**config.mk**
```make
export PLATFORM = sky130hd
export DESIGN_NAME = console_io_regs
export DESIGN_NICKNAME = d
export VERILOG_FILES = /design/src/rtl/console_pkg.sv /design/src/rtl/con_addr_decode.sv /design/src/rtl/con_kbd_chan.sv /design/src/rtl/con_disp_chan.sv /design/src/rtl/console_io_regs.sv
export SDC_FILE = /design/constraint.sdc
export NUM_CORES = 1
export LEC_CHECK = 0
export ABC_AREA = 0
export ABC_CLOCK_PERIOD_IN_PS = 2600
export BUFFER_PORTS_ARGS = -buffer_cell sky130_fd_sc_hd__buf_2
export CORE_MARGIN = 4
export CORE_UTILIZATION = 42
export DETAILED_ROUTE_END_ITERATION = 6
export PLACE_DENSITY = 0.87
export SYNTH_ARGS = -nofsm -noshare
export SYNTH_HDL_FRONTEND = slang
export SYNTH_SLANG_ARGS = --single-unit
```
**constraint.sdc**
```tcl
create_clock -name clk -period 2.6 [get_ports clk]
set_clock_uncertainty 0.2 [all_clocks]
set_input_delay 0 -clock clk [delete_from_list [all_inputs] [get_ports clk]]
set_output_delay 0 -clock clk [all_outputs]
set_load 0.03 [all_outputs]
```
**src/rtl/console_pkg.sv**
```systemverilog
// Shared constants and types for the console register unit.
// Assumes word addressing on a 16-bit bus.
package console_pkg;
    localparam int WORD_W    = 16;
    localparam int CHAR_W    = 8;
    localparam int READY_BIT = 15;
    localparam int IE_BIT    = 14;

    typedef enum logic [2:0] {
        SEL_NONE,
        SEL_KSTAT,
        SEL_KDATA,
        SEL_DSTAT,
        SEL_DDATA
    } reg_sel_e;
endpackage

```
**src/rtl/con_addr_decode.sv**
```systemverilog
// Address decoder: maps a bus address to one of four device registers.
// Assumes at most one of rd/wr is active in a cycle.
module con_addr_decode
    import console_pkg::*;
#(
    parameter int              ADDR_W     = 16,
    parameter logic [ADDR_W-1:0] KSTAT_ADDR = 16'hFE00,
    parameter logic [ADDR_W-1:0] KDATA_ADDR = 16'hFE02,
    parameter logic [ADDR_W-1:0] DSTAT_ADDR = 16'hFE04,
    parameter logic [ADDR_W-1:0] DDATA_ADDR = 16'hFE06
) (
    input  logic [ADDR_W-1:0] addr,
    input  logic              rd,
    input  logic              wr,
    output reg_sel_e          sel,
    output logic              rd_hit,
    output logic              rd_kdata,
    output logic              wr_kstat,
    output logic              wr_dstat,
    output logic              wr_ddata
);
    // Match the address against the four fixed locations.
    always_comb begin
        if (addr == KSTAT_ADDR)      sel = SEL_KSTAT;
        else if (addr == KDATA_ADDR) sel = SEL_KDATA;
        else if (addr == DSTAT_ADDR) sel = SEL_DSTAT;
        else if (addr == DDATA_ADDR) sel = SEL_DDATA;
        else                         sel = SEL_NONE;
    end

    // Qualify the match with the access type.
    always_comb begin
        rd_hit   = rd && (sel != SEL_NONE);
        rd_kdata = rd && (sel == SEL_KDATA);
        wr_kstat = wr && (sel == SEL_KSTAT);
        wr_dstat = wr && (sel == SEL_DSTAT);
        wr_ddata = wr && (sel == SEL_DDATA);
    end
endmodule

```
**src/rtl/con_kbd_chan.sv**
```systemverilog
// Keyboard channel: latches one character and holds it until it is read.
// Assumes key_valid is a one-cycle strobe. Strobes that arrive while a
// character is waiting, or in the cycle of a data read, are discarded.
module con_kbd_chan #(
    parameter int CHAR_W = 8
) (
    input  logic              clk,
    input  logic              rst_n,
    input  logic              key_valid,
    input  logic [CHAR_W-1:0] key_char,
    input  logic              data_read,
    input  logic              ie_wr,
    input  logic              ie_wdata,
    output logic              ready,
    output logic              ie,
    output logic [CHAR_W-1:0] data
);
    // Ready flag and character latch.
    always_ff @(posedge clk) begin
        if (!rst_n) begin
            ready <= 1'b0;
            data  <= '0;
        end else if (data_read) begin
            ready <= 1'b0;
        end else if (key_valid && !ready) begin
            ready <= 1'b1;
            data  <= key_char;
        end
    end

    // Interrupt enable bit, written by software.
    always_ff @(posedge clk) begin
        if (!rst_n)     ie <= 1'b0;
        else if (ie_wr) ie <= ie_wdata;
    end
endmodule

```
**src/rtl/con_disp_chan.sv**
```systemverilog
// Display channel: accepts one character at a time and drops writes
// made while busy. The strobe and character are registered and appear
// one cycle after the accepted write. Assumes done is a one-cycle pulse.
module con_disp_chan #(
    parameter int CHAR_W = 8
) (
    input  logic              clk,
    input  logic              rst_n,
    input  logic              char_wr,
    input  logic [CHAR_W-1:0] wchar,
    input  logic              ie_wr,
    input  logic              ie_wdata,
    input  logic              done,
    output logic              ready,
    output logic              ie,
    output logic              strobe,
    output logic [CHAR_W-1:0] char_out
);
    logic accept;

    // A write is taken only while the display is ready.
    always_comb accept = char_wr && ready;

    // Ready flag: cleared on an accepted write, set again by done.
    always_ff @(posedge clk) begin
        if (!rst_n)              ready <= 1'b1;
        else if (accept)         ready <= 1'b0;
        else if (done && !ready) ready <= 1'b1;
    end

    // Output strobe and held character.
    always_ff @(posedge clk) begin
        if (!rst_n) begin
            strobe   <= 1'b0;
            char_out <= '0;
        end else begin
            strobe <= accept;
            if (accept) char_out <= wchar;
        end
    end

    // Interrupt enable bit, written by software.
    always_ff @(posedge clk) begin
        if (!rst_n)     ie <= 1'b0;
        else if (ie_wr) ie <= ie_wdata;
    end
endmodule

```
**src/rtl/console_io_regs.sv**
```systemverilog
// Memory-mapped console register unit. It decodes four word addresses,
// steers device data into the memory data path on loads, and runs the
// keyboard and display ready handshakes. Assumes a synchronous bus
// with single-cycle accesses.
module console_io_regs
    import console_pkg::*;
#(
    parameter int                ADDR_W     = 16,
    parameter logic [ADDR_W-1:0] KSTAT_ADDR = 16'hFE00,
    parameter logic [ADDR_W-1:0] KDATA_ADDR = 16'hFE02,
    parameter logic [ADDR_W-1:0] DSTAT_ADDR = 16'hFE04,
    parameter logic [ADDR_W-1:0] DDATA_ADDR = 16'hFE06
) (
    input  logic                clk,
    input  logic                rst_n,
    input  logic [ADDR_W-1:0]   bus_addr,
    input  logic                bus_rd,
    input  logic                bus_wr,
    input  logic [WORD_W-1:0]   bus_wdata,
    input  logic [WORD_W-1:0]   mem_rdata,
    output logic [WORD_W-1:0]   mdr_data,
    output logic                dev_sel,
    input  logic                kbd_valid,
    input  logic [CHAR_W-1:0]   kbd_char,
    output logic                disp_strobe,
    output logic [CHAR_W-1:0]   disp_char,
    input  logic                disp_done,
    output logic                kbd_irq,
    output logic                disp_irq
);
    localparam int PAD_W = WORD_W - CHAR_W;

    reg_sel_e          sel;
    logic              rd_hit, rd_kdata, wr_kstat, wr_dstat, wr_ddata;
    logic              kbd_ready, kbd_ie, disp_ready, disp_ie;
    logic [CHAR_W-1:0] kbd_data;
    logic [WORD_W-1:0] dev_rdata;

    con_addr_decode #(
        .ADDR_W(ADDR_W), .KSTAT_ADDR(KSTAT_ADDR), .KDATA_ADDR(KDATA_ADDR),
        .DSTAT_ADDR(DSTAT_ADDR), .DDATA_ADDR(DDATA_ADDR)
    ) u_dec (
        .addr(bus_addr), .rd(bus_rd), .wr(bus_wr), .sel(sel),
        .rd_hit(rd_hit), .rd_kdata(rd_kdata), .wr_kstat(wr_kstat),
        .wr_dstat(wr_dstat), .wr_ddata(wr_ddata)
    );

    con_kbd_chan #(.CHAR_W(CHAR_W)) u_kbd (
        .clk(clk), .rst_n(rst_n), .key_valid(kbd_valid), .key_char(kbd_char),
        .data_read(rd_kdata), .ie_wr(wr_kstat), .ie_wdata(bus_wdata[IE_BIT]),
        .ready(kbd_ready), .ie(kbd_ie), .data(kbd_data)
    );

    con_disp_chan #(.CHAR_W(CHAR_W)) u_disp (
        .clk(clk), .rst_n(rst_n), .char_wr(wr_ddata),
        .wchar(bus_wdata[CHAR_W-1:0]), .ie_wr(wr_dstat),
        .ie_wdata(bus_wdata[IE_BIT]), .done(disp_done),
        .ready(disp_ready), .ie(disp_ie), .strobe(disp_strobe),
        .char_out(disp_char)
    );

    // Assemble the device register word selected by the decoder.
    always_comb begin
        dev_rdata = '0;
        case (sel)
            SEL_KSTAT: begin
                dev_rdata[READY_BIT] = kbd_ready;
                dev_rdata[IE_BIT]    = kbd_ie;
            end
            SEL_KDATA: dev_rdata = {{PAD_W{1'b0}}, kbd_data};
            SEL_DSTAT: begin
                dev_rdata[READY_BIT] = disp_ready;
                dev_rdata[IE_BIT]    = disp_ie;
            end
            SEL_DDATA: dev_rdata = {{PAD_W{1'b0}}, disp_char};
            default:   dev_rdata = '0;
        endcase
    end

    // Steer memory data or device data to the data register.
    always_comb begin
        dev_sel  = rd_hit;
        mdr_data = rd_hit ? dev_rdata : mem_rdata;
    end

    // Interrupt requests: ready AND enable per channel.
    always_comb begin
        kbd_irq  = kbd_ready && kbd_ie;
        disp_irq = disp_ready && disp_ie;
    end
endmodule

```
==> metrics.yaml, run 1 <==
routed_via_density: 5.54
r2r-start: "u_kbd.ready$_SDFFE_PP0P_"
fp.dieArea_mm2: 0.00428
ir_drop_uv: 227
drc_errors: 0
power_density_mw_per_mm2: 332
max_freq_mhz: 399
grt_pass1_vias: 1775
hold_viol_final: 0
postCtsSetupBuffers: 0
grt_usage_pct: 23.7
mostFrequentLayoutCell: "buf_2"
cts.sinks: 21
synth_seq_cells: 21
drt_first_pass_iters: 5
placed_area_mm2: 0.00182
wl_per_cell_um: 14.8
critPathMaxFanout: 8
syn_nets: 245
post-place-ws_ns: 0.342
maxCapViolations: 0
portBuffers: 82
ant_nets: 0
fin_util_pct: 69.5
start_util_pct: 44.6
maxSlewViolCount: 0
clkSlewWorstSetupHoldPaths_ns: 0.12
dieHeight_um: 65.4
synthCells: 183
syn_area_per_cell_um2: 7.57
holdPathStages: 3
htreeDepth: 1
cts_root_buf: "clkbuf_4"
grt_max_degree: 47
status: "completed"
final_cell_mix: "buf_2 (82), nand2_1 (37), dlygate4sd3_1 (31)"
cts_tree: "built"
min_to: "u_kbd.data[0]$_SDFFE_PN0P_"
ys_warn_count: 0
dp_cells: 298
clock_latency_ns: 0.32
rr_worst_depth: 5
cp-end-kind: "flip-flop"
min_period_ns: 2.51
numCtsBuffers: 3
io_pins: 90
num-nets-final: 352
diodes: 0
ff2ff_setup_slack_ns: 0.17
setup_viol: 0
grt_pass1_wl_um: 7930
worstPathRequired_ns: 2.62
cts_buffer_depth: 2
drive_above_1_share_pct: 33.6
drt-initial-drc-count: 66
antenna_found_initial: 0
num-fill-cells: 271
overflow: 0
area_growth_syn_to_layout_pct: 55.6
vias: 1844
synthesis.area_mm2: 0.00139
die_w_um: 65.4
crit_type: "primary input to flip-flop"
cp.arrival_ns: 2.52
fin_ws_ns: 0.0921
design_area_mm2: 0.00216
gp_congestion: 0.786
power.total_mw: 0.717
rows: 20
hold_slack_ns: 0.0116
seq_area_frac_synth_pct: 30.4
synth.distinct_cells: 30
r2r-end: "u_kbd.data[2]$_SDFFE_PN0P_"
crit_path_start_kind: "primary input"
core-area_mm2: 0.00310
wirelength_um: 4920
power.leakage_nw: 0.952
fin_cells: 333
slew_headroom_pct: 49.0
fin_crit_sh_pct: 96.5
worstMarginPinSlew_ns: 0.765
hold_class: "primary input to flip-flop"
hp-start: "bus_addr[1]"
rsz0062_at_grt: "false"
dpl.hpwl_um: 3280
finalSetupTns_ns: 0
cells by family after synthesis:
logic type / synth area share, %
DFF: 30.4
buffers and inverters: 5.51
AOI/OAI and AO/OA: 17.5
and+or+nand+nor: 37.9
muxes: 8.67
Yosys cell counts (all sizes together):
| cell | count | area, um2 |
|---|---|---|
| o21ai | 2 | 10.0 |
| o2bb2ai | 2 | 17.5 |
| nor2b | 1 | 6.26 |
| inv | 1 | 3.75 |
| nand4 | 9 | 56.3 |
| nand2b | 1 | 6.26 |
| dfxtp | 21 | 420 |
| buf | 3 | 20.0 |
| o311ai | 8 | 70.1 |
| nand4b | 1 | 8.76 |
| nor3 | 10 | 55.1 |
| nor2 | 3 | 11.3 |
| mux2i | 12 | 120 |
| and2 | 9 | 56.3 |
| a31oi | 16 | 100 |
| nand3 | 10 | 50.1 |
| clkinv | 1 | 3.75 |
| nor4b | 2 | 38.8 |
| nand2 | 37 | 139 |
| or4 | 1 | 11.3 |
| clkbuf | 13 | 48.8 |
| or4b | 2 | 23.8 |
| and3 | 8 | 50.1 |
| a21oi | 9 | 45.0 |
| nor4 | 1 | 12.5 |
sequential cells by signal (all words and copies together) (netlist names):
name,count
u_disp.char_out,8
u_disp.ie,1
u_disp.ready,1
u_disp.strobe,1
u_kbd.data,8
u_kbd.ie,1
u_kbd.ready,1
worst max-delay path, stage by stage:
cell	delay [ns]
buf_2	0.10
or4_4	0.56
or4b_4	0.53
nor2_1	0.43
o311ai_0	0.27
dlygate4sd3_1	0.62
routing by layer:
layer	part of all wire [%]	vias up	track usage, %
met3	7.0	17	5.30
met1	36	849	25.6
met4	3.6	0	11.9
met5	0	-	0
li1	-	896	-
met2	54	82	42.9
report_power, final:
group / switching [mW] / leakage, nW / total [mW] / internal (mW)
Sequential: 0.0114 / 0.171 / 0.346 / 0.335
Clock: 0.109 / 0.0150 / 0.170 / 0.0602
Combinational: 0.103 / 0.766 / 0.201 / 0.0977
how the worst max path moves through the flow:
stage / cells past startpoint / slack [ns] / to / start
2_1_floorplan: 5 / 0.54 / mdr_data[5] / bus_addr[5]
3_3_place_gp: 5 / 0.39 / u_kbd.data[0]$_SDFFE_PN0P_ / bus_addr[5]
3_5_place_dp: 5 / 0.34 / u_kbd.data[2]$_SDFFE_PN0P_ / bus_addr[5]
4_1_cts: 6 / 0.17 / u_kbd.data[2]$_SDFFE_PN0P_ / bus_addr[5]
5_1_grt: 6 / 0.006 / u_kbd.data[2]$_SDFFE_PN0P_ / bus_addr[5]
6_report: 6 / 0.09 / u_kbd.data[2]$_SDFFE_PN0P_ / bus_addr[5]
layout make-up:
cell class | count | area (um2) | share of cell area [%]
multi-input combinational | 144 | 888 | 41.2
timing repair buffer | 118 | 758 | 35.2
sequential | 21 | 420 | 19.5
tap | 44 | 55.1 | 2.55
clock buffer | 4 | 26.3 | 1.22
inverter | 2 | 7.51 | 0.348
what timing repair did:
action                                  4_1_cts  5_1_grt
hold buffers                                 31        0
hold endpoints to repair                     21        0
endpoints found under the setup margin        0        0
resized for setup                             0        0
No activity file was read; power rests on OpenSTA's default activity.
==> run 2, diff against run 1 <==
- CORE_UTILIZATION: 42 -> 35
- PLACE_DENSITY: 0.87 -> 0.75
==> run 2 against run 1 <==
Via count decreased by 8.0%. Global-route usage is 6.7 points lower. Largest cell class unchanged. Sequential share of layout area rose by 0.56 points. Clock power is 26% higher. Die area increased by 17%. Flip-flop and latch count unchanged. Critical path depth unchanged. Cell area fell by 2.8%. Core utilization shrank 13 points.
==> metrics.yaml, run 2 (same netlist as run 1, synthesis figures left out) <==
gp_congestion: 0.749  # -4.7%
cp_num_buf_inv: 2  # unchanged
htreeDepth: 1  # unchanged
num-fill-cells: 365  # +35%
cp-end-kind: "flip-flop"
dpl.hpwl_um: 3190  # -2.8%
cts_resized: 0  # unchanged
clock_latency_ns: 0.26  # -0.06 ns
critPathMaxFanout: 4  # -4
ctsHoldBuffers: 22  # -29%
rsz0062_at_grt: "false"
r2r-start: "u_kbd.ready$_SDFFE_PP0P_"
setup_viol: 0  # unchanged
postCtsSetupBuffers: 0  # unchanged
routed_via_density: 5.19  # -6.3%
numCtsBuffers: 3  # unchanged
post-place-ws_ns: 0.367  # +0.0250 ns
drt-initial-drc-count: 130  # +97%
drive_above_1_share_pct: 34.8  # +1.2 points
power.leakage_nw: 0.915  # -3.9%
dieHeight_um: 70.9  # +8.4%
path_cells: "buf_2, or4_4, or4b_4, nor3_1, mux2i_1, dlygate4sd3_1"
die_w_um: 70.9  # +8.4%
multiInputGateArea_um2: 888  # unchanged
min_period_ns: 2.21  # -0.297 ns
maxSlewViolCount: 0  # unchanged
status: "completed"
wl_per_cell_um: 13.4  # -9.5%
register_area_um2: 420  # unchanged
cts.sinks: 21  # unchanged
final_cell_mix: "buf_2 (82), nand2_1 (37), dlygate4sd3_1 (22)"
drc_errors: 0  # unchanged
grt_pass1_wl_um: 7130  # -10%
clkSlewWorstSetupHoldPaths_ns: 0.08  # -0.04 ns
hold_class: "primary input to flip-flop"
power_density_mw_per_mm2: 353  # +6.2%
maxCapViolations: 0  # unchanged
grt_pass1_vias: 1648  # -7.2%
num-nets-final: 342  # -2.8%
cts_tree: "built"
slew_headroom_pct: 49.1  # +0.11 points
finalSetupTns_ns: 0  # unchanged
grt_max_degree: 47  # unchanged
hold_viol_final: 0  # unchanged
overflow: 0  # unchanged
mostFrequentLayoutCell: "buf_2"
cts_root_buf: "clkbuf_8"
rows: 22  # +10%
crit_path_start_kind: "primary input"
start_util_pct: 37.0  # -7.6 points
power.total_mw: 0.740  # +3.3%
antenna_found_initial: 0  # unchanged
io_pins: 90  # unchanged
max_freq_mhz: 452  # +13%
ir_drop_uv: 206  # -9.3%
drt_first_pass_iters: 4  # -1
top_regs: "u_disp.char_out x8, u_kbd.data x8"
wirelength_um: 4370  # -11%
crit_type: "primary input to flip-flop"
grt_usage_pct: 17.0  # -6.7 points
core-area_mm2: 0.00374  # +21%
critPathMaxStageDelay_ns: 0.56  # -0.06 ns
area_growth_syn_to_layout_pct: 51.3
fin_ws_ns: 0.389  # +0.297 ns
fin_crit_sh_pct: 85.0  # -11 points
placed_area_mm2: 0.00183  # +0.55%
worstPathRequired_ns: 2.61  # about the same
crit_start: "bus_addr[5]"
hp-start: "bus_addr[1]"
vias: 1697  # -8.0%
portBuffers: 82  # unchanged
cp.arrival_ns: 2.22  # -0.30 ns
cts_buffer_depth: 2  # unchanged
diodes: 0  # unchanged
crit_family: "simple AND/OR/NAND/NOR gates"
ant_nets: 0  # unchanged
design_area_mm2: 0.00210  # -2.8%
slowest_stage: "or4_4"
worstMarginPinSlew_ns: 0.763  # -0.00163 ns
hold_slack_ns: 0.0429  # +0.0313 ns
fp.dieArea_mm2: 0.00503  # +17%
==> run 2: cell types whose count changed in the layout (fill, tap and decap cells not counted), sizes merged <==
cell and delta:
clkinv +1, buf -1, dlygate4sd3 -9, clkbuf -1
==> run 2: path summary, 6_finish.rpt <==
kind / endpoint / slack, ns / cells past startpoint
worst min-delay path: u_kbd.data[3]$_SDFFE_PN0P_ / 0.04 / 3
worst min register to register: u_disp.char_out[1]$_SDFFE_PN0P_ / 0.27 / 2
worst max register to register: u_kbd.data[0]$_SDFFE_PN0P_ / 0.77 / 4
worst max-delay path: u_disp.ie$_SDFFE_PN0P_ / 0.39 / 6
==> run 2: final cells by class <==
cell class              count  area share [%]
well taps                  48            2.87
clock buffers               3            1.97
repair buffers            108            32.1
inverters                   2           0.358
clock inverters             1           0.239
flip-flops and latches     21            20.1
multi-input cells         144            42.4
==> run 2: power by group <==
group,switching (mW),total [mW],internal [mW]
combinational,0.0970,0.181,0.0843
clock,0.107,0.214,0.107
sequential,0.0101,0.345,0.335
==> run 2: through the flow <==
stage / utilization (%) / instances
4_1_cts: 56.0 / 327
5_1_grt: 56.0 / 327
2_1_floorplan: - / 183
3_3_place_gp: 48.9 / 301
6_report: 56.0 / 327
3_5_place_dp: 48.9 / 301
==> run 2: tightest hold or removal path, delay by kind of cell <==
kind | cells | cell delay, ns
simple gates | 1 | 0.11
buf+inv | 1 | 0.22
compound gates | 1 | 0.11
==> run 2: routing by layer <==
layer | GRT usage [%] | routed length [um] | vias to the layer above
li1 | - | - | 870
met4 | 5.01 | 42 | 0
met2 | 30.7 | 2200 | 61
met5 | 0 | 0 | -
met3 | 3.69 | 296 | 4
met1 | 20.0 | 1830 | 762
==> run 3, diff against run 2 <==
==> constraint.sdc (replaced) <==
create_clock -name clk -period 2.6 [get_ports clk]
set_clock_uncertainty 0.2 [all_clocks]
set_input_delay 0.26 -clock clk [delete_from_list [all_inputs] [get_ports clk]]
set_output_delay 0.26 -clock clk [all_outputs]
set_load 0.03 [all_outputs]
==> run 3 against run 2 <==
Critical path depth is 1 higher. Combinational power is 13% lower. Sequential power hardly changed. Largest cell class unchanged. Largest power group unchanged.
==> metrics.yaml, run 3 (same netlist as run 1, synthesis figures left out) <==
p_sw_share_pct: 29.0  # about the same
setup_viol: 0  # unchanged
start_util_pct: 37.0  # unchanged
area_growth_syn_to_layout_pct: 36.9
htreeDepth: 1  # unchanged
clkSlewWorstSetupHoldPaths_ns: 0.07  # about the same
critPathMaxStageDelay_ns: 0.56  # about the same
fin_util_pct: 50.7  # -5.3 points
diodes: 0  # unchanged
hold_class: "primary input to flip-flop"
drive_above_1_share_pct: 38.1  # +3.3 points
cts_root_buf: "clkbuf_8"
worstPathRequired_ns: 2.14  # -0.47 ns
drt_first_pass_iters: 4  # unchanged
maxSlewViolCount: 0  # unchanged
status: "completed"
crit_path_start_kind: "primary input"
grt_use_met1_pct: 21.4  # +1.4 points
fin_ws_ns: 0.114  # -0.275 ns
slew_headroom_pct: 51.1  # +2.0 points
busiest_layer: "met2"
p_clk_share_pct: 29.9  # +1.0 points
path_cells: "buf_2, or4_4, nor4b_4, nand2_1, clkinv_1, a31oi_1, buf_2"
min_period_ns: 2.49  # +0.275 ns
cts_resized: 0  # unchanged
overflow: 0  # unchanged
cts.sinks: 21  # unchanged
vias: 1624  # -4.3%
maxCapViolations: 0  # unchanged
gp_congestion: 0.779  # +4.0%
drc_errors: 0  # unchanged
core-area_mm2: 0.00374  # unchanged
power_density_mw_per_mm2: 378  # +7.1%
numCtsBuffers: 3  # unchanged
slowest_stage: "or4_4"
crit_type: "primary input to output pin"
fp.dieArea_mm2: 0.00503  # unchanged
grt_pass1_vias: 1475  # -10%
max_freq_mhz: 402  # -11%
clock_latency_ns: 0.26  # about the same
ir_drop_uv: 182  # -12%
die_w_um: 70.9  # unchanged
num-nets-final: 323  # -5.6%
post-place-ws_ns: 0.132  # -0.235 ns
top_regs: "u_disp.char_out x8, u_kbd.data x8"
drt-initial-drc-count: 93  # -28%
postCtsSetupBuffers: 0  # unchanged
use_met3_pct: 3.98  # +0.28 points
antenna_found_initial: 0  # unchanged
finalSetupTns_ns: 0  # unchanged
io_pins: 90  # unchanged
final_cell_mix: "buf_2 (82), nand2_1 (37), dfxtp_1 (21)"
grt_max_degree: 47  # unchanged
worstMarginPinSlew_ns: 0.733  # -0.0299 ns
grt_usage_pct: 16.1  # -0.87 points
hold_viol_final: 0  # unchanged
met2_usage_pct: 26.2  # -4.5 points
fin_crit_sh_pct: 95.6  # +11 points
combPwrFrac_pct: 22.0  # -2.5 points
cts_buffer_depth: 2  # unchanged
dieHeight_um: 70.9  # unchanged
p_switching_mw: 0.208  # -3.0%
rsz0062_at_grt: "false"
mostFrequentLayoutCell: "buf_2"
grt_pass1_wl_um: 6780  # -4.8%
power.leakage_nw: 0.831  # -9.1%
portBuffers: 82  # unchanged
dpl.hpwl_um: 3180  # -0.24%
seqPwrFrac_pct: 48.1  # +1.5 points
ant_nets: 0  # unchanged
ctsHoldBuffers: 0  # -100%
wirelength_um: 4110  # -6.1%
cts_tree: "built"
rows: 22  # unchanged
critPathMaxFanout: 9  # +5
intPower_mw: 0.510  # -3.1%
cp-end-kind: "output pin"
wl_per_cell_um: 13.3  # -0.27%
routed_via_density: 5.27  # +1.6%
ff2ff_setup_slack_ns: 0.83  # +0.06 ns
cp.arrival_ns: 2.03  # -0.19 ns
crit_path_frequent_cell: "buf_2"
## run 3: changes by cell type in the layout (fill, tap and decap cells not counted), sizes merged
cell,previous run,this run
clkbuf,3,4
buf,86,89
dlygate4sd3,22,0
clkinv,2,1
## run 3: worst paths after layout
path,startpoint,end,cells past startpoint
max,bus_addr[5],mdr_data[4],7
min,bus_wdata[4],u_disp.char_out[4]$_SDFFE_PN0P_,3
max reg2reg,u_kbd.ready$_SDFFE_PP0P_,u_kbd.data[6]$_SDFFE_PN0P_,4
min reg2reg,u_disp.char_out[1]$_SDFFE_PN0P_,u_disp.char_out[1]$_SDFFE_PN0P_,2
## run 3: routing by layer
metal  part of all wire, %  vias to the layer above
li1                      -                      832
met1                    44                      730
met2                    48                       58
met3                   7.8                        4
met4                   1.1                        0
met5                     0                        -
## run 3: cell type report
| cell class | count | area, um2 |
|---|---|---|
| Fill cell | 396 | 1850 |
| Multi-Input combinational cell | 144 | 888 |
| Timing Repair Buffer | 89 | 475 |
| Sequential cell | 21 | 420 |
| Tap cell | 48 | 60.1 |
| Clock buffer | 4 | 45.0 |
| Inverter | 2 | 7.51 |
## run 3: power by group through the flow
stage | Sequential, mW | Clock, mW | Combinational (mW)
2_1_floorplan | 0.349 | 0 | 0.0939
3_3_place_gp | 0.352 | 0 | 0.155
3_5_place_dp | 0.352 | 0 | 0.158
4_1_cts | 0.344 | 0.222 | 0.158
5_1_grt | 0.347 | 0.230 | 0.174
6_report | 0.345 | 0.214 | 0.158
## run 3: metrics by stage
step	std cells	area (um2)	hold WS, ns	power (mW)
after floorplan	183	1390	0.202	0.442
after global placement	304	1850	0.259	0.507
after detailed placement	304	1850	0.266	0.510
after CTS	308	1900	0.0327	0.725
after global routing	308	1900	0.0592	0.750
final	308	1900	0.0376	0.717
## run 3: critical path, delay by kind of cell
family	cells	cell delay [ns]
simple gates	3	1.12
compound gates	1	0.13
buf+inv	3	0.51
